**config.mk**
```make
export PLATFORM = sky130hd
export DESIGN_NAME = sdram_burst_tracker
export DESIGN_NICKNAME = d
export VERILOG_FILES = /design/src/rtl/sdram_trk_pkg.sv /design/src/rtl/trk_cmd_decode.sv /design/src/rtl/trk_burst_unit.sv /design/src/rtl/trk_bank_state.sv /design/src/rtl/sdram_burst_tracker.sv
export SDC_FILE = /design/constraint.sdc
export NUM_CORES = 1
export LEC_CHECK = 0
export BUFFER_PORTS_ARGS = -buffer_cell sky130_fd_sc_hd__buf_2
export CAP_MARGIN = 25
export CORE_ASPECT_RATIO = 1.5
export CORE_MARGIN = 2
export CORE_UTILIZATION = 53
export DETAILED_ROUTE_END_ITERATION = 8
export PLACE_DENSITY = 0.82
export SLEW_MARGIN = 20
export SYNTH_ARGS = -nofsm -noshare
export SYNTH_HDL_FRONTEND = slang
export SYNTH_SLANG_ARGS = --single-unit
```
**constraint.sdc**
```tcl
create_clock -name clk -period 2.14 [get_ports clk]
set_input_delay 0.642 -clock clk [delete_from_list [all_inputs] [get_ports clk]]
set_output_delay 0.642 -clock clk [all_outputs]
set_load 0.02 [all_outputs]
```
**src/rtl/sdram_trk_pkg.sv**
```systemverilog
package sdram_trk_pkg;

   typedef enum logic [2:0] {
      CMD_NOP = 3'd0,
      CMD_ACT = 3'd1,
      CMD_RD  = 3'd2,
      CMD_WR  = 3'd3,
      CMD_BST = 3'd4,
      CMD_PRE = 3'd5
   } trk_cmd_e;

   function automatic logic is_access(input logic [2:0] c);
      return (c == CMD_RD) || (c == CMD_WR);
   endfunction

endpackage

```
**src/rtl/trk_cmd_decode.sv**
```systemverilog
module trk_cmd_decode
   import sdram_trk_pkg::*;
#(
   parameter int NUM_BANKS = 4,
   parameter int BANK_W    = 2
) (
   input  logic [2:0]           cmd,
   input  logic [BANK_W-1:0]    cmd_bank,
   input  logic                 cmd_ap,
   input  logic [NUM_BANKS-1:0] bank_open,
   input  logic                 burst_active,
   input  logic [BANK_W-1:0]    burst_bank,
   output logic                 start,
   output logic                 bst_hit,
   output logic                 pre_kill,
   output logic [NUM_BANKS-1:0] act_mask,
   output logic [NUM_BANKS-1:0] pre_mask
);

   logic is_act, is_pre;

   assign is_act = (cmd == CMD_ACT);
   assign is_pre = (cmd == CMD_PRE);

   // an access only counts when its target row is open
   assign start    = is_access(cmd) && bank_open[cmd_bank];
   assign bst_hit  = (cmd == CMD_BST) && burst_active;
   assign pre_kill = is_pre && burst_active && (cmd_ap || (cmd_bank == burst_bank));

   for (genvar b = 0; b < NUM_BANKS; b++) begin : g_mask
      assign act_mask[b] = is_act && (cmd_bank == BANK_W'(b));
      assign pre_mask[b] = is_pre && (cmd_ap || (cmd_bank == BANK_W'(b)));
   end

endmodule

```
**src/rtl/trk_burst_unit.sv**
```systemverilog
module trk_burst_unit #(
   parameter int BANK_W         = 2,
   parameter int BL_SEL_W       = 3,
   parameter int MAX_FIXED_LOG2 = 3,
   localparam int CNT_W         = (MAX_FIXED_LOG2 < 1) ? 1 : MAX_FIXED_LOG2
) (
   input  logic                clk,
   input  logic                rst_n,
   input  logic                start,
   input  logic [BANK_W-1:0]   start_bank,
   input  logic                start_ap,
   input  logic [BL_SEL_W-1:0] bl_sel,
   input  logic                bst_hit,
   input  logic                pre_kill,
   output logic                active,
   output logic [BANK_W-1:0]   bank,
   output logic                ap_fire
);

   logic             fixed_in;
   logic [CNT_W-1:0] len_m1;
   logic             fixed_q;
   logic             ap_q;
   logic [CNT_W-1:0] cnt_q;
   logic             last_beat;

   assign fixed_in = (int'(bl_sel) <= MAX_FIXED_LOG2);
   assign len_m1   = CNT_W'((32'd1 << bl_sel) - 32'd1);

   assign last_beat = active && fixed_q && (cnt_q == '0);

   // truncation by terminate still counts as completion; precharge kill does not
   assign ap_fire = active && ap_q && !start && (bst_hit || (!pre_kill && last_beat));

   always_ff @(posedge clk or negedge rst_n) begin
      if (!rst_n) begin
         active  <= 1'b0;
         bank    <= '0;
         fixed_q <= 1'b0;
         ap_q    <= 1'b0;
         cnt_q   <= '0;
      end else if (start) begin
         active  <= 1'b1;
         bank    <= start_bank;
         fixed_q <= fixed_in;
         ap_q    <= start_ap && fixed_in;
         cnt_q   <= fixed_in ? len_m1 : '0;
      end else if (active) begin
         if (bst_hit || pre_kill || last_beat) begin
            active <= 1'b0;
            ap_q   <= 1'b0;
         end else if (fixed_q) begin
            cnt_q <= cnt_q - 1'b1;
         end
      end
   end

endmodule

```
**src/rtl/trk_bank_state.sv**
```systemverilog
module trk_bank_state #(
   parameter int NUM_BANKS = 4,
   parameter int BANK_W    = 2
) (
   input  logic                 clk,
   input  logic                 rst_n,
   input  logic [NUM_BANKS-1:0] act_mask,
   input  logic [NUM_BANKS-1:0] pre_mask,
   input  logic                 ap_fire,
   input  logic [BANK_W-1:0]    ap_bank,
   output logic [NUM_BANKS-1:0] bank_open,
   output logic [NUM_BANKS-1:0] ap_start
);

   for (genvar b = 0; b < NUM_BANKS; b++) begin : g_bank
      logic ap_here;
      assign ap_here = ap_fire && (ap_bank == BANK_W'(b));

      always_ff @(posedge clk or negedge rst_n) begin
         if (!rst_n) begin
            bank_open[b] <= 1'b0;
            ap_start[b]  <= 1'b0;
         end else begin
            ap_start[b] <= ap_here;
            if (act_mask[b])
               bank_open[b] <= 1'b1;
            else if (pre_mask[b] || ap_here)
               bank_open[b] <= 1'b0;
         end
      end
   end

endmodule

```
**src/rtl/sdram_burst_tracker.sv**
```systemverilog
module sdram_burst_tracker
   import sdram_trk_pkg::*;
#(
   parameter int NUM_BANKS      = 4,
   parameter int BL_SEL_W       = 3,
   parameter int MAX_FIXED_LOG2 = 3,
   localparam int BANK_W        = $clog2(NUM_BANKS)
) (
   input  logic                 clk,
   input  logic                 rst_n,
   input  logic [2:0]           cmd,
   input  logic [BANK_W-1:0]    cmd_bank,
   input  logic                 cmd_ap,
   input  logic [BL_SEL_W-1:0]  bl_sel,
   output logic [NUM_BANKS-1:0] bank_open,
   output logic                 burst_active,
   output logic [NUM_BANKS-1:0] ap_start
);

   initial begin
      if (NUM_BANKS < 2 || (1 << BANK_W) != NUM_BANKS)
         $error("NUM_BANKS must be a power of two of at least 2");
      if (MAX_FIXED_LOG2 < 0 || MAX_FIXED_LOG2 >= (1 << BL_SEL_W) - 1)
         $error("BL_SEL_W leaves no code for full-page bursts");
   end

   logic                 start, bst_hit, pre_kill, ap_fire;
   logic [NUM_BANKS-1:0] act_mask, pre_mask;
   logic [BANK_W-1:0]    burst_bank;

   trk_cmd_decode #(
      .NUM_BANKS (NUM_BANKS),
      .BANK_W    (BANK_W)
   ) u_dec (
      .cmd          (cmd),
      .cmd_bank     (cmd_bank),
      .cmd_ap       (cmd_ap),
      .bank_open    (bank_open),
      .burst_active (burst_active),
      .burst_bank   (burst_bank),
      .start        (start),
      .bst_hit      (bst_hit),
      .pre_kill     (pre_kill),
      .act_mask     (act_mask),
      .pre_mask     (pre_mask)
   );

   trk_burst_unit #(
      .BANK_W         (BANK_W),
      .BL_SEL_W       (BL_SEL_W),
      .MAX_FIXED_LOG2 (MAX_FIXED_LOG2)
   ) u_burst (
      .clk        (clk),
      .rst_n      (rst_n),
      .start      (start),
      .start_bank (cmd_bank),
      .start_ap   (cmd_ap),
      .bl_sel     (bl_sel),
      .bst_hit    (bst_hit),
      .pre_kill   (pre_kill),
      .active     (burst_active),
      .bank       (burst_bank),
      .ap_fire    (ap_fire)
   );

   trk_bank_state #(
      .NUM_BANKS (NUM_BANKS),
      .BANK_W    (BANK_W)
   ) u_banks (
      .clk       (clk),
      .rst_n     (rst_n),
      .act_mask  (act_mask),
      .pre_mask  (pre_mask),
      .ap_fire   (ap_fire),
      .ap_bank   (burst_bank),
      .bank_open (bank_open),
      .ap_start  (ap_start)
   );

endmodule

```
==> impl_metrics.xml, run 1 <==
<?xml version="1.0" encoding="UTF-8"?>
<metrics>
  <group name="status">
    <metric name="run_status" unit="">finished clean</metric>
  </group>
  <group name="power_and_ir_drop">
    <metric name="combinational_power_share" unit="%">42.1</metric>
    <metric name="clkPwrFrac" unit="%">17.8</metric>
    <metric name="cellLeakagePower" unit="nW">0.5655</metric>
    <metric name="pwr_density_cell" unit="nW/um^2">955.8</metric>
    <metric name="cellInternalPower" unit="uW">707.8</metric>
    <metric name="switch_share" unit="%">40.16</metric>
    <metric name="sequentialPowerShare" unit="%">40.1</metric>
    <metric name="switching_power" unit="uW">474.9</metric>
    <metric name="power.ir.vdd_worst" unit="mV">0.7015</metric>
  </group>
  <group name="detailed_routing">
    <metric name="route.detailed.drc" unit="">0</metric>
    <metric name="antenna_violating_nets_post_route" unit="">0</metric>
    <metric name="drt_iter0_markers" unit="">20</metric>
    <metric name="number_of_vias_per_cell" unit="">6.210</metric>
    <metric name="route.met2.wl" unit="mm">1.385</metric>
    <metric name="wl_met1" unit="um">900</metric>
    <metric name="routed.top_layer" unit="">met4</metric>
    <metric name="detail_route.wirelength" unit="mm">2.537</metric>
    <metric name="vias" unit="">1006</metric>
    <metric name="dr_wl_met3" unit="um">123</metric>
    <metric name="dr.pass1.iters" unit="">4</metric>
    <metric name="wire_per_inst" unit="um">15.66</metric>
  </group>
  <group name="critical_path">
    <metric name="critical_path.startpoint" unit="">u_burst.cnt_q[0]</metric>
    <metric name="setup.worst_path.start_class" unit="">flop</metric>
    <metric name="worstSetupPathType" unit="">flop to flop</metric>
    <metric name="worstPathArrival" unit="ps">2010</metric>
    <metric name="required" unit="ps">2330</metric>
    <metric name="critical_path.reg2reg.endpoint" unit="">u_banks.ap_start[1]</metric>
    <metric name="worstRegToRegCells" unit="">6</metric>
    <metric name="reg2reg_slack" unit="ps">310</metric>
    <metric name="critPathCaptureType" unit="">flop</metric>
    <metric name="worst_setup_path_endpoint" unit="">u_banks.ap_start[1]</metric>
    <metric name="reg2reg_from" unit="">u_burst.cnt_q[0]</metric>
    <metric name="path_max_fanout" unit="">4</metric>
  </group>
  <group name="synthesis">
    <metric name="synthesis.area_per_instance" unit="um^2">9.175</metric>
    <metric name="netlist.area_leader.share" unit="%">38.28</metric>
    <metric name="async_reset_ff_share" unit="%">100.0</metric>
    <metric name="synthesis.instances" unit="">114</metric>
    <metric name="nets_in_the_synthesized_netlist" unit="">128</metric>
    <metric name="post_synth_instance_area" unit="um^2">1046</metric>
    <metric name="synthMostInstantiatedCell" unit="">sky130_fd_sc_hd__dfrtp_1</metric>
    <metric name="yosys_reg_bits" unit="">16</metric>
    <metric name="ys_dominant_reg_cell" unit="">sky130_fd_sc_hd__dfrtp_1</metric>
    <metric name="seq_area_frac_synth" unit="%">38.28</metric>
    <metric name="post-synth-top-area-cell" unit="">sky130_fd_sc_hd__dfrtp_1</metric>
    <metric name="synth.top_cells.by_count" unit="">16 x sky130_fd_sc_hd__dfrtp_1, 11 x sky130_fd_sc_hd__nand2_1, 9 x sky130_fd_sc_hd__nor2_1</metric>
    <metric name="number_of_synthesized_flops_with_an_enable_pin" unit="">0</metric>
    <metric name="synth.yosys.warnings" unit="">0</metric>
    <metric name="yosys-top-cells-area" unit="">sky130_fd_sc_hd__dfrtp_1 38%, sky130_fd_sc_hd__nand2_1 3.9%, sky130_fd_sc_hd__ha_1 3.6%, sky130_fd_sc_hd__nor2b_1 3.6%, sky130_fd_sc_hd__nor2_1 3.2%</metric>
    <metric name="ys_types" unit="">38</metric>
  </group>
  <group name="grt">
    <metric name="number_of_global_route_vias_before_repair" unit="">1015</metric>
    <metric name="groute.usage.overall" unit="%">26.35</metric>
    <metric name="global_route.overflow_total" unit="">0</metric>
    <metric name="first_pass_grt_wire_length" unit="mm">4.195</metric>
    <metric name="number_of_antenna_violations_at_the_first_check_in_global_routing" unit="">0</metric>
    <metric name="grt_max_degree" unit="">17</metric>
  </group>
  <group name="clock_network">
    <metric name="clock_sink_count" unit="">16</metric>
    <metric name="clock_tree.buffer_depth" unit="">2</metric>
    <metric name="worst_skew_pair.late_latency" unit="ps">310</metric>
    <metric name="cts_repair_resize_count" unit="">0</metric>
    <metric name="tritoncts_clock_tree" unit="">built</metric>
    <metric name="clkSlewWorstSetupHoldPaths" unit="ps">110</metric>
    <metric name="post_cts_buffers" unit="">0</metric>
    <metric name="cts.root.buffer_cell" unit="">sky130_fd_sc_hd__clkbuf_4</metric>
    <metric name="h_tree_level_count" unit="">1</metric>
    <metric name="cts_made_buffers" unit="">3</metric>
    <metric name="cts_hold_buf" unit="">0</metric>
  </group>
  <group name="sta">
    <metric name="setup-tns-final" unit="ps">0</metric>
    <metric name="remaining_max_slew_budget_at_the_tightest_pin" unit="%">74.55</metric>
    <metric name="grt_setup_unrepaired" unit="">no</metric>
    <metric name="period_share" unit="%">85.36</metric>
    <metric name="report.final.hold_viol_count" unit="">0</metric>
    <metric name="worst_slack" unit="ps">313.3</metric>
    <metric name="post_layout_minimum_cycle_time" unit="ps">1827</metric>
    <metric name="fin_skew" unit="ps">13.65</metric>
    <metric name="final-setup-viol-count" unit="">0</metric>
    <metric name="clock.fmax" unit="GHz">0.5474</metric>
    <metric name="max_transition_viols_final" unit="">0</metric>
    <metric name="actual_transition_at_the_worst_max_transition_pin" unit="ps">372.2</metric>
  </group>
  <group name="placement">
    <metric name="placed_area" unit="um^2">1201</metric>
    <metric name="post_placement_cell_count" unit="">158</metric>
    <metric name="routabilityCongestion" unit="">0.9001</metric>
    <metric name="dp_slack" unit="ps">80.10</metric>
    <metric name="hpwlAfterDp" unit="mm">2.015</metric>
    <metric name="port_buffers" unit="">19</metric>
  </group>
  <group name="floorplanning">
    <metric name="design.core.area" unit="um^2">1854</metric>
    <metric name="std_cell_rows" unit="">19</metric>
    <metric name="die_h" unit="um">58.41</metric>
    <metric name="die_w" unit="um">40.27</metric>
    <metric name="fp.dieArea" unit="um^2">2352</metric>
    <metric name="initial_core_util" unit="%">56.41</metric>
    <metric name="pin_count" unit="">20</metric>
  </group>
  <group name="final_layout">
    <metric name="layout-drive-gt1-share" unit="%">26.24</metric>
    <metric name="post_layout_nonfiller_instances" unit="">162</metric>
    <metric name="final_design_area_no_fill" unit="um^2">1237</metric>
    <metric name="insertedDiodeCount" unit="">0</metric>
    <metric name="area_delta_synth_final" unit="%">18.30</metric>
    <metric name="design.final.nets" unit="">156</metric>
  </group>
  <group name="flow_run">
    <metric name="maxCapViolations" unit="">0</metric>
  </group>
  <group name="hold_path">
    <metric name="min_path_type" unit="">input port to async pin</metric>
  </group>
</metrics>
worst min path at each step:
| stage | slack [ps] | endpoint | from |
|---|---|---|---|
| 3_3_place_gp | 550 | u_burst.fixed_q | u_burst.fixed_q |
| 4_1_cts | 240 | u_burst.ap_q | rst_n |
| 2_1_floorplan | 350 | u_banks.ap_start[0] | rst_n |
| 3_5_place_dp | 560 | u_burst.fixed_q | u_burst.fixed_q |
| 5_1_grt | 260 | u_burst.ap_q | rst_n |
| 6_report | 230 | u_burst.ap_q | rst_n |
through the flow:
stage,power [mW],util (%),hold slack (ps)
2_1_floorplan,0.8190,-,346.4
3_3_place_gp,0.9544,64.78,549.9
3_5_place_dp,0.9746,64.78,557.2
4_1_cts,1.183,66.73,241.9
5_1_grt,1.269,66.73,259.4
6_report,1.183,66.73,226.4
critical path: stages, from the launching register on:
cell,delay (ps)
sky130_fd_sc_hd__dfrtp_1,400
sky130_fd_sc_hd__inv_1,90
sky130_fd_sc_hd__ha_1,180
sky130_fd_sc_hd__nand4b_1,200
sky130_fd_sc_hd__mux2_2,340
sky130_fd_sc_hd__and2_1,190
sky130_fd_sc_hd__nor4_1,310
placed cells by master, fill, tap and decap left out, drive strengths merged, types with 5 or more instances in the layout:
cell type	count
dfrtp	16
nand3	5
buf	27
nor2	9
o21ai	5
a21oi	6
nand2	11
nor2b	6
final cells by class:
cell class,count,area (um^2)
fillers,159,616.8
flip-flops and latches,16,400.4
inverters,4,15.01
multi-input cells,90,604.3
clock buffers,4,36.28
repair buffers,27,155.1
well taps,21,26.28
flip-flops by register name (all words and copies together), names as in the netlist:
signal / cells
u_banks.ap_start: 4
u_banks.bank_open: 4
u_burst.active: 1
u_burst.ap_q: 1
u_burst.bank: 2
u_burst.cnt_q: 3
u_burst.fixed_q: 1
cell families (layout without fill, tap and decap cells):
family | count (synthesis) | after routing | synth area share [%]
buf+inv | 8 | 35 | 3.946
xor+xnor | 3 | 3 | 2.512
compound gates | 31 | 31 | 22.73
simple gates | 50 | 50 | 25.00
fa+ha+maj | 3 | 3 | 3.589
mux | 3 | 3 | 3.947
flops | 16 | 16 | 38.28
routing by layer:
layer	GRT usage, %	vias up
li1	-	477
met1	27.09	472
met2	45.85	44
met3	3.019	13
met4	18.57	0
met5	0	-
power groups by stage:
stage,clock network [mW],logic [mW],registers [mW]
floorplan,0,0.341,0.478
finish,0.211,0.498,0.474
detailed placement,0,0.497,0.477
global route,0.227,0.560,0.482
global placement,0,0.479,0.475
CTS,0.211,0.501,0.471
Power figures use the tool's default switching activity.
==> inputs of run 2 (changes only) <==
--- a/config.mk
+++ b/config.mk
@@ -7,11 +7,11 @@
 export LEC_CHECK = 0
 export BUFFER_PORTS_ARGS = -buffer_cell sky130_fd_sc_hd__buf_2
 export CAP_MARGIN = 25
-export CORE_ASPECT_RATIO = 1.5
 export CORE_MARGIN = 2
-export CORE_UTILIZATION = 53
+export CORE_UTILIZATION = 56
+export CTS_BUF_LIST = sky130_fd_sc_hd__clkbuf_4 sky130_fd_sc_hd__clkbuf_8
 export DETAILED_ROUTE_END_ITERATION = 8
-export PLACE_DENSITY = 0.82
+export PLACE_DENSITY = 0.86
 export SLEW_MARGIN = 20
 export SYNTH_ARGS = -nofsm -noshare
 export SYNTH_HDL_FRONTEND = slang
==> constraint.sdc (replaced) <==
create_clock -name clk -period 2.14 [get_ports clk]
set_input_delay 0.642 -clock clk [delete_from_list [all_inputs] [get_ports clk]]
set_output_delay 0.642 -clock clk [all_outputs]
set_load 0.05 [all_outputs]
==> run 2 against run 1 <==
Compared with the run above: hold slack improved by 13 ps; highest routed layer unchanged; fmax up 3.7%; sequential cell count unchanged; critical path type is now input port to flop; non-clock buffer count shrank 3; clock-buffer cell count did not move; register-to-register slack better by 80 ps; sequential share of layout area grew 0.46 points; utilization up 3.2 points; combinational power rose by 8.0%; final cell count increased by 0.62%.
==> impl_metrics.xml, run 2 (synthesized netlist as in run 1, its figures left out) <==
<?xml version="1.0" encoding="UTF-8"?>
<metrics>
  <group name="critical_path">
    <metric name="timing.critical_path.slowest_stage_cell" unit="">sky130_fd_sc_hd__or4_1</metric>
    <metric name="setup.worst_path.start_class" unit="">input port</metric>
    <metric name="worst_path_largest_cell_delay" unit="ps">500</metric>
    <metric name="critPathCaptureType" unit="">flop</metric>
    <metric name="reg2reg_slack" unit="ps">390</metric>
    <metric name="reg2reg_from" unit="">u_burst.cnt_q[0]</metric>
    <metric name="worstRegToRegCells" unit="">6</metric>
    <metric name="worstSetupPathType" unit="">input port to flop</metric>
    <metric name="required" unit="ps">2360</metric>
    <metric name="critical_path.reg2reg.endpoint" unit="">u_banks.ap_start[0]</metric>
    <metric name="worstPathArrival" unit="ps">1990</metric>
    <metric name="path_cells" unit="">buf_2, mux2_4, a22o_1, or4_1, nand3_1</metric>
    <metric name="path_max_fanout" unit="">5</metric>
  </group>
  <group name="clock_network">
    <metric name="h_tree_level_count" unit="">1</metric>
    <metric name="tritoncts_clock_tree" unit="">built</metric>
    <metric name="worst_skew_pair.late_latency" unit="ps">290</metric>
    <metric name="clkSlewWorstSetupHoldPaths" unit="ps">100</metric>
    <metric name="clock_sink_count" unit="">16</metric>
    <metric name="cts_hold_buf" unit="">0</metric>
    <metric name="cts_made_buffers" unit="">3</metric>
    <metric name="clock_tree.buffer_depth" unit="">2</metric>
    <metric name="post_cts_buffers" unit="">0</metric>
    <metric name="cts_repair_resize_count" unit="">0</metric>
    <metric name="cts.root.buffer_cell" unit="">sky130_fd_sc_hd__clkbuf_4</metric>
  </group>
  <group name="floorplanning">
    <metric name="pin_count" unit="">20</metric>
    <metric name="fp.dieArea" unit="um^2">2230</metric>
    <metric name="std_cell_rows" unit="">15</metric>
    <metric name="design.core.area" unit="um^2">1745</metric>
    <metric name="die_h" unit="um">47.22</metric>
    <metric name="initial_core_util" unit="%">59.93</metric>
    <metric name="die_w" unit="um">47.22</metric>
  </group>
  <group name="detailed_routing">
    <metric name="detail_route.wirelength" unit="mm">2.352</metric>
    <metric name="routed.top_layer" unit="">met4</metric>
    <metric name="drt_iter0_markers" unit="">34</metric>
    <metric name="antenna_violating_nets_post_route" unit="">0</metric>
    <metric name="dr.pass1.iters" unit="">4</metric>
    <metric name="vias" unit="">983</metric>
    <metric name="wl_met1" unit="mm">1.058</metric>
    <metric name="route.detailed.drc" unit="">0</metric>
    <metric name="dr_wl_met3" unit="um">92</metric>
    <metric name="number_of_vias_per_cell" unit="">6.031</metric>
    <metric name="route.met2.wl" unit="mm">1.165</metric>
    <metric name="wire_per_inst" unit="um">14.43</metric>
  </group>
  <group name="sta">
    <metric name="post_layout_minimum_cycle_time" unit="ps">1762</metric>
    <metric name="report.final.hold_viol_count" unit="">0</metric>
    <metric name="clock.fmax" unit="GHz">0.5674</metric>
    <metric name="final-setup-viol-count" unit="">0</metric>
    <metric name="max_transition_viols_final" unit="">0</metric>
    <metric name="remaining_max_slew_budget_at_the_tightest_pin" unit="%">64.15</metric>
    <metric name="setup-tns-final" unit="ps">0</metric>
    <metric name="fin_skew" unit="ps">3.473</metric>
    <metric name="actual_transition_at_the_worst_max_transition_pin" unit="ps">533.6</metric>
    <metric name="grt_setup_unrepaired" unit="">no</metric>
    <metric name="period_share" unit="%">82.35</metric>
    <metric name="worst_slack" unit="ps">377.7</metric>
  </group>
  <group name="grt">
    <metric name="grt_max_degree" unit="">17</metric>
    <metric name="number_of_global_route_vias_before_repair" unit="">926</metric>
    <metric name="global_route.overflow_total" unit="">0</metric>
    <metric name="number_of_antenna_violations_at_the_first_check_in_global_routing" unit="">0</metric>
    <metric name="groute.usage.overall" unit="%">25.12</metric>
    <metric name="first_pass_grt_wire_length" unit="mm">3.960</metric>
  </group>
  <group name="power_and_ir_drop">
    <metric name="cellLeakagePower" unit="nW">0.5502</metric>
    <metric name="switch_share" unit="%">42.79</metric>
    <metric name="clkPwrFrac" unit="%">16.7</metric>
    <metric name="pwr_density_cell" unit="nW/um^2">993.2</metric>
    <metric name="cellInternalPower" unit="uW">693.2</metric>
    <metric name="switching_power" unit="uW">518.5</metric>
    <metric name="sequentialPowerShare" unit="%">38.9</metric>
    <metric name="combinational_power_share" unit="%">44.4</metric>
    <metric name="power.ir.vdd_worst" unit="mV">0.6232</metric>
  </group>
  <group name="final_layout">
    <metric name="final_design_area_no_fill" unit="um^2">1220</metric>
    <metric name="insertedDiodeCount" unit="">0</metric>
    <metric name="mostFrequentLayoutCell" unit="">sky130_fd_sc_hd__buf_2</metric>
    <metric name="design.final.nets" unit="">153</metric>
    <metric name="top_regs" unit="">u_banks.ap_start (4), u_banks.bank_open (4), u_burst.cnt_q (3)</metric>
    <metric name="mostFrequentLayoutCells" unit="">19 x sky130_fd_sc_hd__buf_2, 16 x sky130_fd_sc_hd__dfrtp_1, 11 x sky130_fd_sc_hd__nand2_1</metric>
    <metric name="layout-drive-gt1-share" unit="%">24.64</metric>
    <metric name="area_delta_synth_final" unit="%">16.63</metric>
    <metric name="layout.core_utilization" unit="%">69.89</metric>
  </group>
  <group name="placement">
    <metric name="routabilityCongestion" unit="">0.9462</metric>
    <metric name="dp_slack" unit="ps">65.47</metric>
    <metric name="placed_area" unit="um^2">1184</metric>
    <metric name="hpwlAfterDp" unit="mm">1.816</metric>
    <metric name="port_buffers" unit="">19</metric>
  </group>
  <group name="status">
    <metric name="run_status" unit="">finished clean</metric>
  </group>
  <group name="hold_path">
    <metric name="min_path_type" unit="">input port to async pin</metric>
  </group>
  <group name="flow_run">
    <metric name="maxCapViolations" unit="">0</metric>
  </group>
</metrics>
-- run 2: changes by cell type in the layout (fill, tap and decap cells not counted), sizes merged --
cell / before / now
buf: 27 / 24
-- run 2: worst max-delay path: cells and delay by family --
family                 cells  cell delay [ps]
AOI/OAI and AO/OA          1              250
muxes                      1              340
and+or+nand+nor            2              590
buffers and inverters      1              160
-- run 2: layout make-up --
class / instances / area (um^2)
multi-input cells: 90 / 604.3
clock buffers: 4 / 36.28
fillers: 139 / 525.5
repair buffers: 24 / 132.6
inverters: 4 / 15.01
flip-flops and latches: 16 / 400.4
well taps: 25 / 31.28
-- run 2: power groups by stage --
stage	Clock, mW	Combinational, mW	Sequential [mW]
final	0.202	0.538	0.472
after global routing	0.218	0.600	0.485
after CTS	0.201	0.540	0.469
after detailed placement	0	0.537	0.475
after global placement	0	0.523	0.473
after floorplan	0	0.341	0.542
-- run 2: worst max path at each step --
stage	slack (ps)	cells after the start	startpoint	end
after floorplan	210	5	cmd_bank[1]	u_burst.cnt_q[2]
after global placement	70	5	cmd_bank[1]	u_banks.bank_open[0]
after detailed placement	70	5	cmd_bank[1]	u_burst.cnt_q[2]
after CTS	370	5	cmd_bank[1]	u_burst.cnt_q[2]
after global routing	220	6	u_burst.cnt_q[0]	u_burst.cnt_q[1]
final	380	5	cmd_bank[1]	u_burst.cnt_q[2]
-- run 2: stage by stage --
| stage | power, mW | hold slack [ps] | cells |
|---|---|---|---|
| detailed placement | 1.012 | 561.2 | 159 |
| finish | 1.212 | 239.3 | 163 |
| global placement | 0.9955 | 537.4 | 159 |
| floorplan | 0.8827 | 346.4 | 114 |
| global route | 1.303 | 269.3 | 163 |
| CTS | 1.210 | 264.8 | 163 |
-- run 2: routing by layer --
layer  up-vias  global-route usage (%)
li1        473                       -
met1       471                   33.64
met2        34                   40.27
met3         5                   2.308
met4         0                   12.22
met5         -                       0
